### config.mk
export PLATFORM = sky130hd
export DESIGN_NAME = gclk_gen
export DESIGN_NICKNAME = d
export VERILOG_FILES = /design/src/rtl/gclk_pkg.sv /design/src/rtl/gclk_rst_sync.sv /design/src/rtl/gclk_mode_shadow.sv /design/src/rtl/gclk_seq.sv /design/src/rtl/gclk_out_stage.sv /design/src/rtl/gclk_gen.sv
export SDC_FILE = /design/constraint.sdc
export NUM_CORES = 1
export LEC_CHECK = 0
export BUFFER_PORTS_ARGS = -buffer_cell sky130_fd_sc_hd__buf_2
export CAP_MARGIN = 20
export CORE_AREA = 3 3 40 42
export DETAILED_ROUTE_END_ITERATION = 8
export DIE_AREA = 0 0 43 45
export GPL_ROUTABILITY_DRIVEN = 0
export PLACE_DENSITY = 0.75
export SLEW_MARGIN = 5
export SYNTH_ARGS = -nofsm -noshare
export SYNTH_HDL_FRONTEND = slang
export SYNTH_SLANG_ARGS = --single-unit
### constraint.sdc
create_clock -name clk_bus -period 1 [get_ports clk_bus]
set_input_delay 0.2 -clock clk_bus [delete_from_list [all_inputs] [get_ports clk_bus]]
set_output_delay 0.2 -clock clk_bus [all_outputs]
set_load 0.1 [all_outputs]
### src/rtl/gclk_pkg.sv
package gclk_pkg;
  localparam int MODE_W   = 2;
  localparam int MAX_HALF = 1 << MODE_W;
  localparam int PH_W     = $clog2(2 * MAX_HALF);
  localparam int GAP_LEN  = 2;
  localparam int GAP_W    = (GAP_LEN > 1) ? $clog2(GAP_LEN) : 1;
  localparam int N_CORES  = 4;
  localparam int SYNC_STAGES = 2;

  typedef logic [MODE_W-1:0] mode_t;
  typedef logic [PH_W-1:0]   phase_t;

  function automatic phase_t half_of(mode_t m);
    return phase_t'(m) + phase_t'(1);
  endfunction

  function automatic phase_t last_of(mode_t m);
    logic [PH_W:0] full;
    full = ({1'b0, half_of(m)} << 1) - (PH_W+1)'(1);
    return full[PH_W-1:0];
  endfunction
endpackage

### src/rtl/gclk_rst_sync.sv
module gclk_rst_sync #(
  parameter int STAGES = 2
) (
  input  logic clk,
  input  logic arst_n,
  output logic rst_n_o
);
  logic [STAGES-1:0] chain;

  always_ff @(posedge clk or negedge arst_n) begin
    if (!arst_n) chain <= '0;
    else         chain <= {chain[STAGES-2:0], 1'b1};
  end

  assign rst_n_o = chain[STAGES-1];
endmodule

### src/rtl/gclk_mode_shadow.sv
module gclk_mode_shadow
  import gclk_pkg::*;
#(
  parameter int STAGES = 2
) (
  input  logic  clk,
  input  logic  rst_n,
  input  mode_t mode_i,
  output mode_t mode_o
);
  mode_t stage_q [STAGES];

  always_ff @(posedge clk or negedge rst_n) begin
    if (!rst_n) begin
      for (int i = 0; i < STAGES; i++) stage_q[i] <= '0;
    end else begin
      stage_q[0] <= mode_i;
      for (int i = 1; i < STAGES; i++) stage_q[i] <= stage_q[i-1];
    end
  end

  assign mode_o = stage_q[STAGES-1];
endmodule

### src/rtl/gclk_seq.sv
module gclk_seq
  import gclk_pkg::*;
(
  input  logic   clk,
  input  logic   rst_n,
  input  mode_t  pend_mode,
  output logic   run_nx,
  output phase_t ph_nx,
  output mode_t  cur_nx,
  output logic   started_nx,
  output mode_t  cur_q_o
);
  logic            run_q, started_q;
  logic [GAP_W-1:0] gap_q, gap_nx;
  phase_t          ph_q;
  mode_t           cur_q;

  always_comb begin
    run_nx     = run_q;
    started_nx = started_q;
    gap_nx     = gap_q;
    ph_nx      = ph_q;
    cur_nx     = cur_q;
    if (!run_q) begin
      if (gap_q == '0) cur_nx = pend_mode;
      if (gap_q == GAP_W'(GAP_LEN - 1)) begin
        gap_nx     = '0;
        run_nx     = 1'b1;
        started_nx = 1'b1;
        ph_nx      = '0;
      end else begin
        gap_nx = gap_q + GAP_W'(1);
      end
    end else if (ph_q == last_of(cur_q)) begin
      ph_nx = '0;
      if (pend_mode != cur_q) begin
        run_nx = 1'b0;
        gap_nx = '0;
      end
    end else begin
      ph_nx = ph_q + phase_t'(1);
    end
  end

  always_ff @(posedge clk or negedge rst_n) begin
    if (!rst_n) begin
      run_q     <= 1'b0;
      started_q <= 1'b0;
      gap_q     <= '0;
      ph_q      <= '0;
      cur_q     <= '0;
    end else begin
      run_q     <= run_nx;
      started_q <= started_nx;
      gap_q     <= gap_nx;
      ph_q      <= ph_nx;
      cur_q     <= cur_nx;
    end
  end

  assign cur_q_o = cur_q;
endmodule

### src/rtl/gclk_out_stage.sv
module gclk_out_stage
  import gclk_pkg::*;
(
  input  logic               clk,
  input  logic               rst_n,
  input  logic               run_nx,
  input  phase_t             ph_nx,
  input  mode_t              cur_nx,
  input  logic               started_nx,
  output logic               cache_o,
  output logic [N_CORES-1:0] core_o
);
  logic core_hi_nx;
  assign core_hi_nx = run_nx && (ph_nx < half_of(cur_nx));

  always_ff @(posedge clk or negedge rst_n) begin
    if (!rst_n) cache_o <= 1'b0;
    else        cache_o <= started_nx ? ~cache_o : 1'b0;
  end

  for (genvar g = 0; g < N_CORES; g++) begin : g_core
    always_ff @(posedge clk or negedge rst_n) begin
      if (!rst_n) core_o[g] <= 1'b0;
      else        core_o[g] <= core_hi_nx;
    end
  end
endmodule

### src/rtl/gclk_gen.sv
module gclk_gen
  import gclk_pkg::*;
(
  input  logic               clk_bus,
  input  logic               rst_async_n,
  input  logic [MODE_W-1:0]  mode_sel,
  output logic               clk_cache,
  output logic [N_CORES-1:0] clk_core
);
  logic   rst_sync_n;
  mode_t  pend_mode, cur_mode, cur_nx;
  logic   run_nx, started_nx;
  phase_t ph_nx;

  gclk_rst_sync #(.STAGES(SYNC_STAGES)) u_rst (
    .clk(clk_bus), .arst_n(rst_async_n), .rst_n_o(rst_sync_n)
  );

  gclk_mode_shadow #(.STAGES(SYNC_STAGES)) u_shadow (
    .clk(clk_bus), .rst_n(rst_sync_n), .mode_i(mode_sel), .mode_o(pend_mode)
  );

  gclk_seq u_seq (
    .clk(clk_bus), .rst_n(rst_sync_n), .pend_mode(pend_mode),
    .run_nx(run_nx), .ph_nx(ph_nx), .cur_nx(cur_nx),
    .started_nx(started_nx), .cur_q_o(cur_mode)
  );

  gclk_out_stage u_out (
    .clk(clk_bus), .rst_n(rst_sync_n), .run_nx(run_nx), .ph_nx(ph_nx),
    .cur_nx(cur_nx), .started_nx(started_nx),
    .cache_o(clk_cache), .core_o(clk_core)
  );
endmodule

-- Word level (Yosys, flattened, before mapping)
Index checks and enable logic that the tools add are counted.
- flip-flop bits (word level): 16
- bits in latches: 0
- bits in writable memories: 0
- ROM bits: 0
- logic and storage cells: 39
- memories: 0
- add/subtract/negate cells: 5
- multipliers: 0
- div/mod/pow operators: 0
- $lt $le $gt $ge: 1
- eq/ne operators: 4
- shift-type cells: 0
- multiplexer cells: 16
- bitwise gates (word level): 1
- reductions and logical operators: 2
- operators by type and width (operator ; count):
    $mux 1 ; 11
    $mux 3 ; 3
    $mux 2 ; 2
    $ne 2x2->1 const B ; 2
    $add 2x1->3 const B ; 1
    $add 3x1->3 const B ; 1
    $eq 3x3->1 ; 1
    $lt 3x3->1 ; 1
    $sub 3x1->3 const B ; 1
    $add 2x1->2 const B ; 1
    $ne 2x2->1 ; 1
    $reduce_and 2->1 ; 1
    $add 1x1->1 const B ; 1
    $logic_and 1x1->1 ; 1
    $not 1->1 ; 1

-- Depth between registers and ports, before layout
Gate-level depths: netlist of run 1.
- word-level depth: 7
- depth in mapped cells: 8
- gate-level depth less buffers: 7

-- Hierarchy
From an unflattened synthesis of run 1, not the netlist that was laid out.
- cell total of the unflattened synthesis: 60
- area total of the unflattened synthesis: 696.9 µm²
- by module, submodules not included (module ; times used ; cells an instance ; area an instance (µm²)):
    gclk_seq ; 1 ; 37 ; 382.9
    gclk_out_stage ; 1 ; 14 ; 145.1
    gclk_mode_shadow ; 1 ; 6 ; 115.1
    gclk_rst_sync ; 1 ; 3 ; 53.8

-- Worst setup path before layout of run 1
OpenSTA, ideal clock, no wires.
- path type: reg-to-reg
- start: register u_seq.run_q
- end: register u_out.core_o[0]
- setup time: 87 ps
- arrival: 1938 ps
- slack: -1024 ps
- cell stages (with the launch flop): 9
- path buffers: 1
- period minus slack after synthesis: 2024 ps
- cell sequence: dfrtp_1 > buf_6 > nor2_1 > mux2_2 > ha_1 > inv_1 > ha_1 > o2111a_1 > a211oi_2
- cells in the longest elaborated chain, start to end: 4
- ends and longest elaborated chain (item ; line ; text):
    start: declaration ; gclk_seq.sv:13 ; logic run_q, started_q;
    start signal: assignment ; gclk_seq.sv:53 ; run_q <= run_nx;
    $mux 2 ; gclk_seq.sv:24 ; if (!run_q) begin
    net cur_nx[0] ; gclk_gen.sv:11 ; mode_t pend_mode, cur_mode, cur_nx;
    $add 2x1->3 ; gclk_pkg.sv:14 ; return phase_t'(m) + phase_t'(1);
    $lt 3x3->1 ; gclk_out_stage.sv:14 ; assign core_hi_nx = run_nx && (ph_nx < half_of(cur_nx));
    $logic_and 1x1->1 ; gclk_out_stage.sv:14 ;
    net u_out.core_hi_nx ; gclk_out_stage.sv:13 ; logic core_hi_nx;
    end signal: indexed assignment ; gclk_out_stage.sv:24 ; else core_o[g] <= core_hi_nx;
    end: declaration ; gclk_out_stage.sv:11 ; output logic [N_CORES-1:0] core_o
The timed path passes the listed nets, and every way through them passes these cells.
A chain may end at the register's enable or synchronous reset.

-- Worst setup path after layout of run 1
Ends and elaborated chain as after synthesis.

==> run metrics, run 1 <==
status finished, violations left; failing checks negative setup slack; YS warnings 0; setup slack, reg-to-reg -0.84 ns; CTS Buffer Depth 2; Die X 43 µm; CTS sink cnt 16; most frequent cells in the layout dfrtp_1, buf_4, buf_12; Critical Setup Path Class reg2reg; port bufs 8; core area 1285 µm²; Final #Nets 89; Post-Synthesis Cells 58; CP arrival 2.04 ns; wire length per cell 14.54 µm; critical path capture point type register; layout cells sized above 1 53.75%; Final Max Tran Viols 0; highest metal used met4; Synth Net Count 66; Clock Latency Late Sink 0.28 ns; routed wl met3 49 µm; initial DRC count 5; Critical-path top delay cell dfrtp_1; startpoint types register; post-placement cell count 89; crit-path cells nor2_4, mux2_4, ha_4, inv_2, ha_4, o2111a_1, a211oi_2; synthesized flop and latch total 16; routed vias/inst 5.284; ant diodes 0; Place WS -0.8181 ns; worst reg2reg path depth 7; CTS Buf Count 3; number of H-tree levels 1; GRT Total Usage 16.50%; Yosys cell types 26; RSZ-0062 raised after global routing true; final setup margin -0.8351 ns; hold crit path type in2reg; P&R area growth vs syn 47.67%; grt ovf 0; placed inst area 963.4 µm²; slowest stage delay, CP 0.44 ns; vias in the first global route 553; worst-path maximum fanout 3; global-route wire length before repair 2325 µm; initial antenna violation count 0; Root Driver clkbuf_4; final worst-path cycle share 183.5%; DR vias 502; Hold Violations, Final 0; Critical Path Most Common Cell ha_4; CTS tree done; met2 WL 746 µm; maximum clock frequency 544.9 MHz; clock skew 0.005857 ns; drc violations 0; Hold Crit Depth 1; Finished Layout Cells 95; register area share after synthesis 55.27%; synthesized area 724.4 µm²; Setup violations, final 15; final design area excluding fillers 1070 µm²; ANT nets after route 0; Reg clk slew, reported paths 0.10 ns; IO Pins 9; initial core utilization 56.38%; Die Area 1935 µm²; maxcap violations 0; final critical-path required period 1.835 ns; Syn Area/Cell 12.49 µm²; First-pass DRT Iterations 4; die height 45 µm; commonest non-fill, non-tap cell in the layout dfrtp_1; M1 WL 573 µm; WL final 1381 µm; Detail Placement HPWL 1027 µm; Rows 13; Crit path required time 1.21 ns; Fill cells 61; largest net degree at the start of global routing 10; Worst Hold Slack 0.01779 ns
-- cell usage after synthesis --
cell type / instances / area share [%]
inv_1: 5 / 2.6
nor2b_1: 1 / 0.86
dfrtp_1: 16 / 55
or4_1: 1 / 1.0
nand2_1: 3 / 1.6
o31ai_1: 2 / 2.1
xnor2_1: 2 / 2.4
buf_6: 1 / 1.6
mux2_2: 3 / 4.7
mux2i_1: 1 / 1.4
buf_4: 3 / 3.1
nor2_1: 1 / 0.52
a31oi_1: 2 / 1.7
o2111a_1: 1 / 1.6
conb_1: 1 / 0.52
o21ai_0: 1 / 0.69
xor2_1: 2 / 2.4
ha_1: 4 / 6.9
nand2b_1: 1 / 0.86
and3b_2: 1 / 1.4
and2b_2: 1 / 1.2
a22oi_1: 1 / 1.0
a211oi_2: 1 / 1.7
or2_2: 1 / 0.86
a21o_1: 1 / 1.0
o211ai_1: 1 / 1.0
-- worst paths after layout --
check	startpoint	endpoint
setup / recovery	u_seq.run_q	u_out.core_o[0]
hold / removal	mode_sel[0]	u_shadow.stage_q[2]
setup reg to reg	u_seq.run_q	u_out.core_o[0]
hold reg to reg	u_rst.chain[1]	u_seq.gap_q
max in group asynchronous	u_rst.chain[1]	u_shadow.stage_q[2]
min in group asynchronous	u_rst.chain[1]	u_seq.gap_q
-- final cells by class --
type	instances	area [µm²]	share of cell area [%]
multi-input cells	33	351.6	32.87
well taps	15	18.77	1.754
flip-flops and latches	16	401.6	37.54
repair buffers	22	242.7	22.69
clock buffers	4	36.28	3.392
inverters	5	18.77	1.754
-- logic make-up (layout without fill, tap and decap cells) --
group / Yosys count / count (layout) / synth area share (%)
AO/OA/AOI/OAI: 10 / 10 / 10.88
XOR/XNOR: 4 / 4 / 4.837
adder cells (fa/ha/maj): 4 / 4 / 6.909
buffers and inverters: 9 / 31 / 7.254
flip-flops: 16 / 16 / 55.27
multiplexers: 4 / 4 / 6.045
other: 1 / 1 / 0.5176
AND/OR/NAND/NOR: 10 / 10 / 8.292
-- routing by layer --
metal  GRT usage [%]  up-vias
met5               0        -
met4           9.639        0
met3           3.586        2
met2           30.54       17
met1           17.19      245
li1                -      238
-- registers in the layout, summed over array words and instances, names as in the netlist --
signal,count
u_seq.ph_q,3
u_seq.run_q,1
u_seq.gap_q,1
u_shadow.mode_o,2
u_seq.cur_q_o,2
u_out.core_o,1
u_seq.started_q,1
u_rst.chain,2
u_out.cache_o,1
u_shadow.stage_q,2
-- through the flow --
step / util, % / TNS [ns]
after floorplan: - / -3.680
after global placement: 74.98 / -2.154
after detailed placement: 74.98 / -2.340
after CTS: 79.84 / -3.523
after global routing: 83.25 / -4.050
final: 83.25 / -3.495
-- critical path, delay by kind of cell (launching register included) --
kind            cells  cell delay, ns
mux                 1            0.34
buf+inv             1            0.04
compound gates      2            0.32
simple gates        1            0.17
flops               1            0.44
fa+ha+maj           2            0.46
-- what timing repair did --
action                     CTS  global route
gates resized for setup      4             7
pin swaps                    4             8
buffers inserted             2             2
hold endpoints to repair     2             0
hold buffers                 1             0
setup endpoints to repair   14            15
Power of run 1 is not shown: default switching activity piles up to over one toggle a cycle in this logic, so the estimate is an artifact.
==> inputs of run 2 (changes only) <==
- ABC_AREA: unset -> 1
- CORE_AREA: 3 3 40 42 -> unset
- CORE_MARGIN: unset -> 3
- CORE_UTILIZATION: unset -> 35
- DIE_AREA: 0 0 43 45 -> unset
- PLACE_DENSITY: 0.75 -> unset
==> run 2 against run 1 <==
  * Critical path depth is 5 higher
  * Largest cell class unchanged
  * Critical endpoint unchanged
  * The run still ends with negative setup slack left
  * Cell area is 15% higher
  * Clock-buffer cell count stayed put
  * Highest routed layer unchanged
  * Register-to-register slack better by 0.17 ns
==> run metrics, run 2 <==
status finished, violations left; failing checks negative setup slack; Die X 51.50 µm; commonest non-fill, non-tap cell in the layout buf_4; Hold Violations, Final 0; Final #Nets 121; CTS Buffer Depth 2; startpoint types register; YS warnings 0; final critical-path required period 1.665 ns; FF+latch area 402.9 µm²; Detail Placement HPWL 1044 µm; drc violations 0; CTS tree done; Clock Latency Late Sink 0.28 ns; grt ovf 0; initial core utilization 39.39%; Synth Net Count 84; GR Util met3 2.579%; RSZ-0062 raised after global routing true; Die Area 2652 µm²; port bufs 8; Post-Synthesis Cells 76; core area 1839 µm²; worst-path maximum fanout 4; P&R area growth vs syn 69.08%; Reg clk slew, reported paths 0.09 ns; Final Max Tran Viols 0; synthesized area 724.4 µm²; First-pass DRT Iterations 4; routed vias/inst 4.299; post-synth top area cell dfrtp_1; Fill cells 148; most frequent cell after synthesis nand2_1; FFs w/ async S/R, synth 100.0%; most used routing layer met2; CTS Buf Count 3; clock skew 0.002355 ns; number of H-tree levels 1; final worst-path cycle share 166.5%; top post-synthesis cells by area dfrtp_1, nand2_1, ha_1, inv_1, xnor2_1; Rows 15; most frequent cells in the layout buf_4, dfrtp_1, nand2_1; Synth Flop Type dfrtp_1; IO Pins 9; global-route wire length before repair 2504 µm; initial antenna violation count 0; Root Driver clkbuf_4; largest reg by FF count u_seq.ph_q; DR vias 589; register area share after synthesis 55.27%; maxcap violations 0; max FFs per register 3; GRT Total Usage 13.14%; WL final 1580 µm; CTS sink cnt 16; hold crit path type reg2async; ant diodes 0; met1 usage 17.83%; synthesized flop and latch total 16; Yosys cell types 19; initial DRC count 3; Syn Area/Cell 9.532 µm²; ANT nets after route 0; wire length per cell 11.53 µm; CP arrival 1.85 ns; Crit path required time 1.18 ns; layout cells sized above 1 58.93%; die height 51.50 µm; Setup violations, final 12; top cells by count, synth nand2_1, dfrtp_1, inv_1; Final Util 66.60%; EDFF count, synth 0; largest net degree at the start of global routing 11; maximum clock frequency 600.8 MHz; Critical Setup Path Class reg2reg; critical path capture point type register; final setup margin -0.6646 ns; Multi-input gate area 350.3 µm²; Place WS -0.7496 ns; grt met2 use 20.55%; vias in the first global route 552; Yosys top cell area share 55.27%
run 2: cell types whose count changed after synthesis, sizes merged, moves of 2 or more:
cell,before,now
a21oi,0,3
a31oi,2,0
inv,5,15
mux2,3,0
nand2,3,20
nand3,0,3
nor2,1,4
o31ai,2,0
xor2,2,0
run 2: per-stage QoR:
step           area (µm²)  hold slack, ns  setup TNS [ns]  instances
6_report             1225         0.07769          -2.233        137
4_1_cts              1120        0.006001          -2.084        133
3_5_place_dp        967.2        -0.01188          -1.081        120
2_1_floorplan       725.7        -0.09559          -2.382         76
5_1_grt              1225         0.09735          -3.136        137
3_3_place_gp        967.2        -0.01365         -0.9385        120
run 2: final cells by class:
class                      instances  share of cell area, %
sequential                        16                  32.89
tap                               25                  2.554
timing repair buffer              35                  28.19
multi-input combinational         42                  28.60
clock buffer                       4                  2.962
inverter                          15                  4.801
run 2: what timing repair did:
item,in CTS,in global routing
pin swaps,10,13
endpoints found under the hold margin,2,2
setup buffers,8,4
setup endpoints to repair,11,13
hold buffers,1,2
resized for setup,12,18
run 2: logic make-up (layout without fill, tap and decap cells):
family | after synthesis | after routing | synth area share [%]
compound gates | 7 | 7 | 5.873
xor+xnor | 3 | 3 | 3.628
fa+ha+maj | 4 | 4 | 6.909
buf+inv | 18 | 54 | 10.88
flops | 16 | 16 | 55.27
other cells | 1 | 1 | 0.5176
simple gates | 27 | 27 | 16.93
run 2: final timing paths:
path | slack [ns] | depth (start not counted) | endpoint | from
worst max-delay path | -0.66 | 12 | u_out.core_o[0] | u_seq.gap_q
worst min-delay path | 0.08 | 0 | u_out.cache_o | u_rst.chain[1]
worst max register to register | -0.66 | 12 | u_out.core_o[0] | u_seq.gap_q
worst min register to register | 0.08 | 0 | u_out.cache_o | u_rst.chain[1]
max in group asynchronous | 0.54 | 1 | u_shadow.stage_q[2] | u_rst.chain[1]
min in group clk_bus | 0.36 | 0 | u_rst.chain[1] | u_rst.chain[0]
run 2: routing by layer:
metal,up-vias,share of wire [%],wire (µm)
li1,303,-,-
met2,4,53,842
met3,2,1.5,24
met1,280,44,702
met4,0,0.63,10
met5,-,0,0
run 2: worst max-delay path: stages, from the launching register on:
cell and delay (ns):
dfrtp_1 0.44, nor2_4 0.17, nand2_2 0.07, nand2_2 0.06
inv_2 0.05, ha_4 0.27, inv_4 0.04, ha_4 0.26
nand2_2 0.05, inv_2 0.04, a21oi_2 0.04, nand2_1 0.05
inv_1 0.04
Power of run 2 is left out for the same reason.
==> inputs of run 3 (changes only) <==
- CORE_MARGIN: 3 -> 1.5
==> run 3 against run 2 <==
  * The flow still finishes with violations (negative setup slack)
  * Register-to-register slack worse by 0.05 ns
  * Clock-buffer cell count is the same
  * Cell count is 0.73% higher
  * Fmax is 2.9% lower
  * Clock skew up 0.0073 ns
  * Critical endpoint unchanged
==> run metrics, run 3 (synthesized netlist as in run 2, its figures left out) <==
status finished, violations left; failing checks negative setup slack; largest net degree at the start of global routing 12; Worst Hold Slack 0.06194 ns; Finished Layout Cells 138; number of H-tree levels 1; maxcap violations 0; Die Area 2352 µm²; CP arrival 1.94 ns; Clock Latency Late Sink 0.29 ns; commonest non-fill, non-tap cell in the layout buf_4; worst-path maximum fanout 3; maximum clock frequency 583.4 MHz; Reg clk slew, reported paths 0.10 ns; IO Pins 9; Hold Violations, Final 0; die height 48.50 µm; layout cells sized above 1 68.47%; routed vias/inst 4.167; drc violations 0; post-placement cell count 123; Root Driver clkbuf_4; slowest stage delay, CP 0.46 ns; max FFs per register 3; CTS sink cnt 16; largest reg by FF count u_seq.ph_q; WL final 1529 µm; cell family with most CP delay flip-flops; P&R area growth vs syn 76.51%; most frequent cells in the layout buf_4, dfrtp_1, nand2_2; critical path buffer and inverter count 3; Detail Placement HPWL 911.5 µm; clock skew 0.009655 ns; Setup violations, final 11; port bufs 8; DR vias 575; initial antenna violation count 0; initial core utilization 36.93%; Rows 16; CTS tree done; Final Max Tran Viols 0; global-route wire length before repair 2339 µm; Critical Path Most Common Cell nand2_2; setup TNS -2.217 ns; final setup margin -0.7141 ns; ant diodes 0; Final #Nets 120; Place WS -0.7312 ns; Critical-path top delay cell dfrtp_2; critical path capture point type register; core area 1962 µm²; vias in the first global route 575; final critical-path required period 1.714 ns; GRT Total Usage 13.25%; startpoint types register; ANT nets after route 0; RSZ-0062 raised after global routing true; final worst-path cycle share 171.4%; hold crit path type reg2async; CTS Buffer Depth 2; wire length per cell 11.08 µm; Crit path required time 1.22 ns; Critical Setup Path Class reg2reg; CTS Buf Count 3; crit-path cells inv_2, nand2_2, nand2_1, inv_1, nand2_2, nand2_2, o22ai_2, ha_4, a21o_1, a21oi_2, nand2_1, inv_1; grt ovf 0; initial DRC count 3; Die X 48.50 µm; First-pass DRT Iterations 4
run 3: cell count changes in the layout (fill, tap and decap cells not counted), moves of 2 or more:
| cell | before | now |
|---|---|---|
| dfrtp_2 | 2 | 4 |
| o21ai_4 | 0 | 2 |
| nand2_1 | 13 | 8 |
| buf_6 | 2 | 4 |
| dfrtp_1 | 14 | 12 |
| nand2_2 | 6 | 11 |
| nor2_2 | 0 | 2 |
| buf_4 | 21 | 18 |
| nand3_1 | 2 | 0 |
run 3: per-layer routing:
layer	GRT usage, %	vias to the layer above	part of all wire [%]
met2	22.92	5	53
li1	-	295	-
met4	7.143	0	2.0
met1	15.38	271	43
met3	2.778	4	1.3
met5	0	-	0
run 3: final cells by class:
type | instances | area (µm²)
inverter | 15 | 58.81
timing repair buffer | 34 | 345.3
fill | 155 | 683.2
clock buffer | 4 | 36.28
tap | 27 | 33.78
sequential | 16 | 405.4
multi-input combinational | 42 | 399.1
run 3: worst reg2reg max path: stages, from the launching register on:
cell	delay (ns)
dfrtp_2	0.46
inv_2	0.07
nand2_2	0.04
nand2_1	0.06
inv_1	0.05
nand2_2	0.08
nand2_2	0.07
o22ai_2	0.20
ha_4	0.25
a21o_1	0.15
a21oi_2	0.09
nand2_1	0.07
inv_1	0.06
run 3: path summary, 6_finish.rpt:
check / start / cells after the start / slack [ns] / end
worst max-delay path: u_seq.ph_q[1] / 12 / -0.71 / u_out.core_o[0]
worst min-delay path: u_rst.chain[1] / 0 / 0.06 / u_seq.started_q
worst max register to register: u_seq.ph_q[1] / 12 / -0.71 / u_out.core_o[0]
worst min register to register: u_rst.chain[1] / 0 / 0.06 / u_seq.started_q
max in group asynchronous: u_rst.chain[1] / 1 / 0.55 / u_seq.ph_q[0]
min in group clk_bus: u_rst.chain[0] / 0 / 0.36 / u_rst.chain[1]
run 3: through the flow:
| stage | utilization, % | cell area [µm²] |
|---|---|---|
| 4_1_cts | 58.35 | 1145 |
| 2_1_floorplan | - | 725.7 |
| 3_3_place_gp | 49.81 | 977.2 |
| 3_5_place_dp | 49.81 | 977.2 |
| 6_report | 65.18 | 1279 |
| 5_1_grt | 65.18 | 1279 |
run 3: what timing repair did:
action                                 4_1_cts  5_1_grt
setup buffers                                9        5
endpoints found under the hold margin        2        2
hold buffers                                 1        2
pin swaps                                   17       20
gates resized for setup                     21       27
setup endpoints to repair                   10       12
Power of run 3 is left out for the same reason.
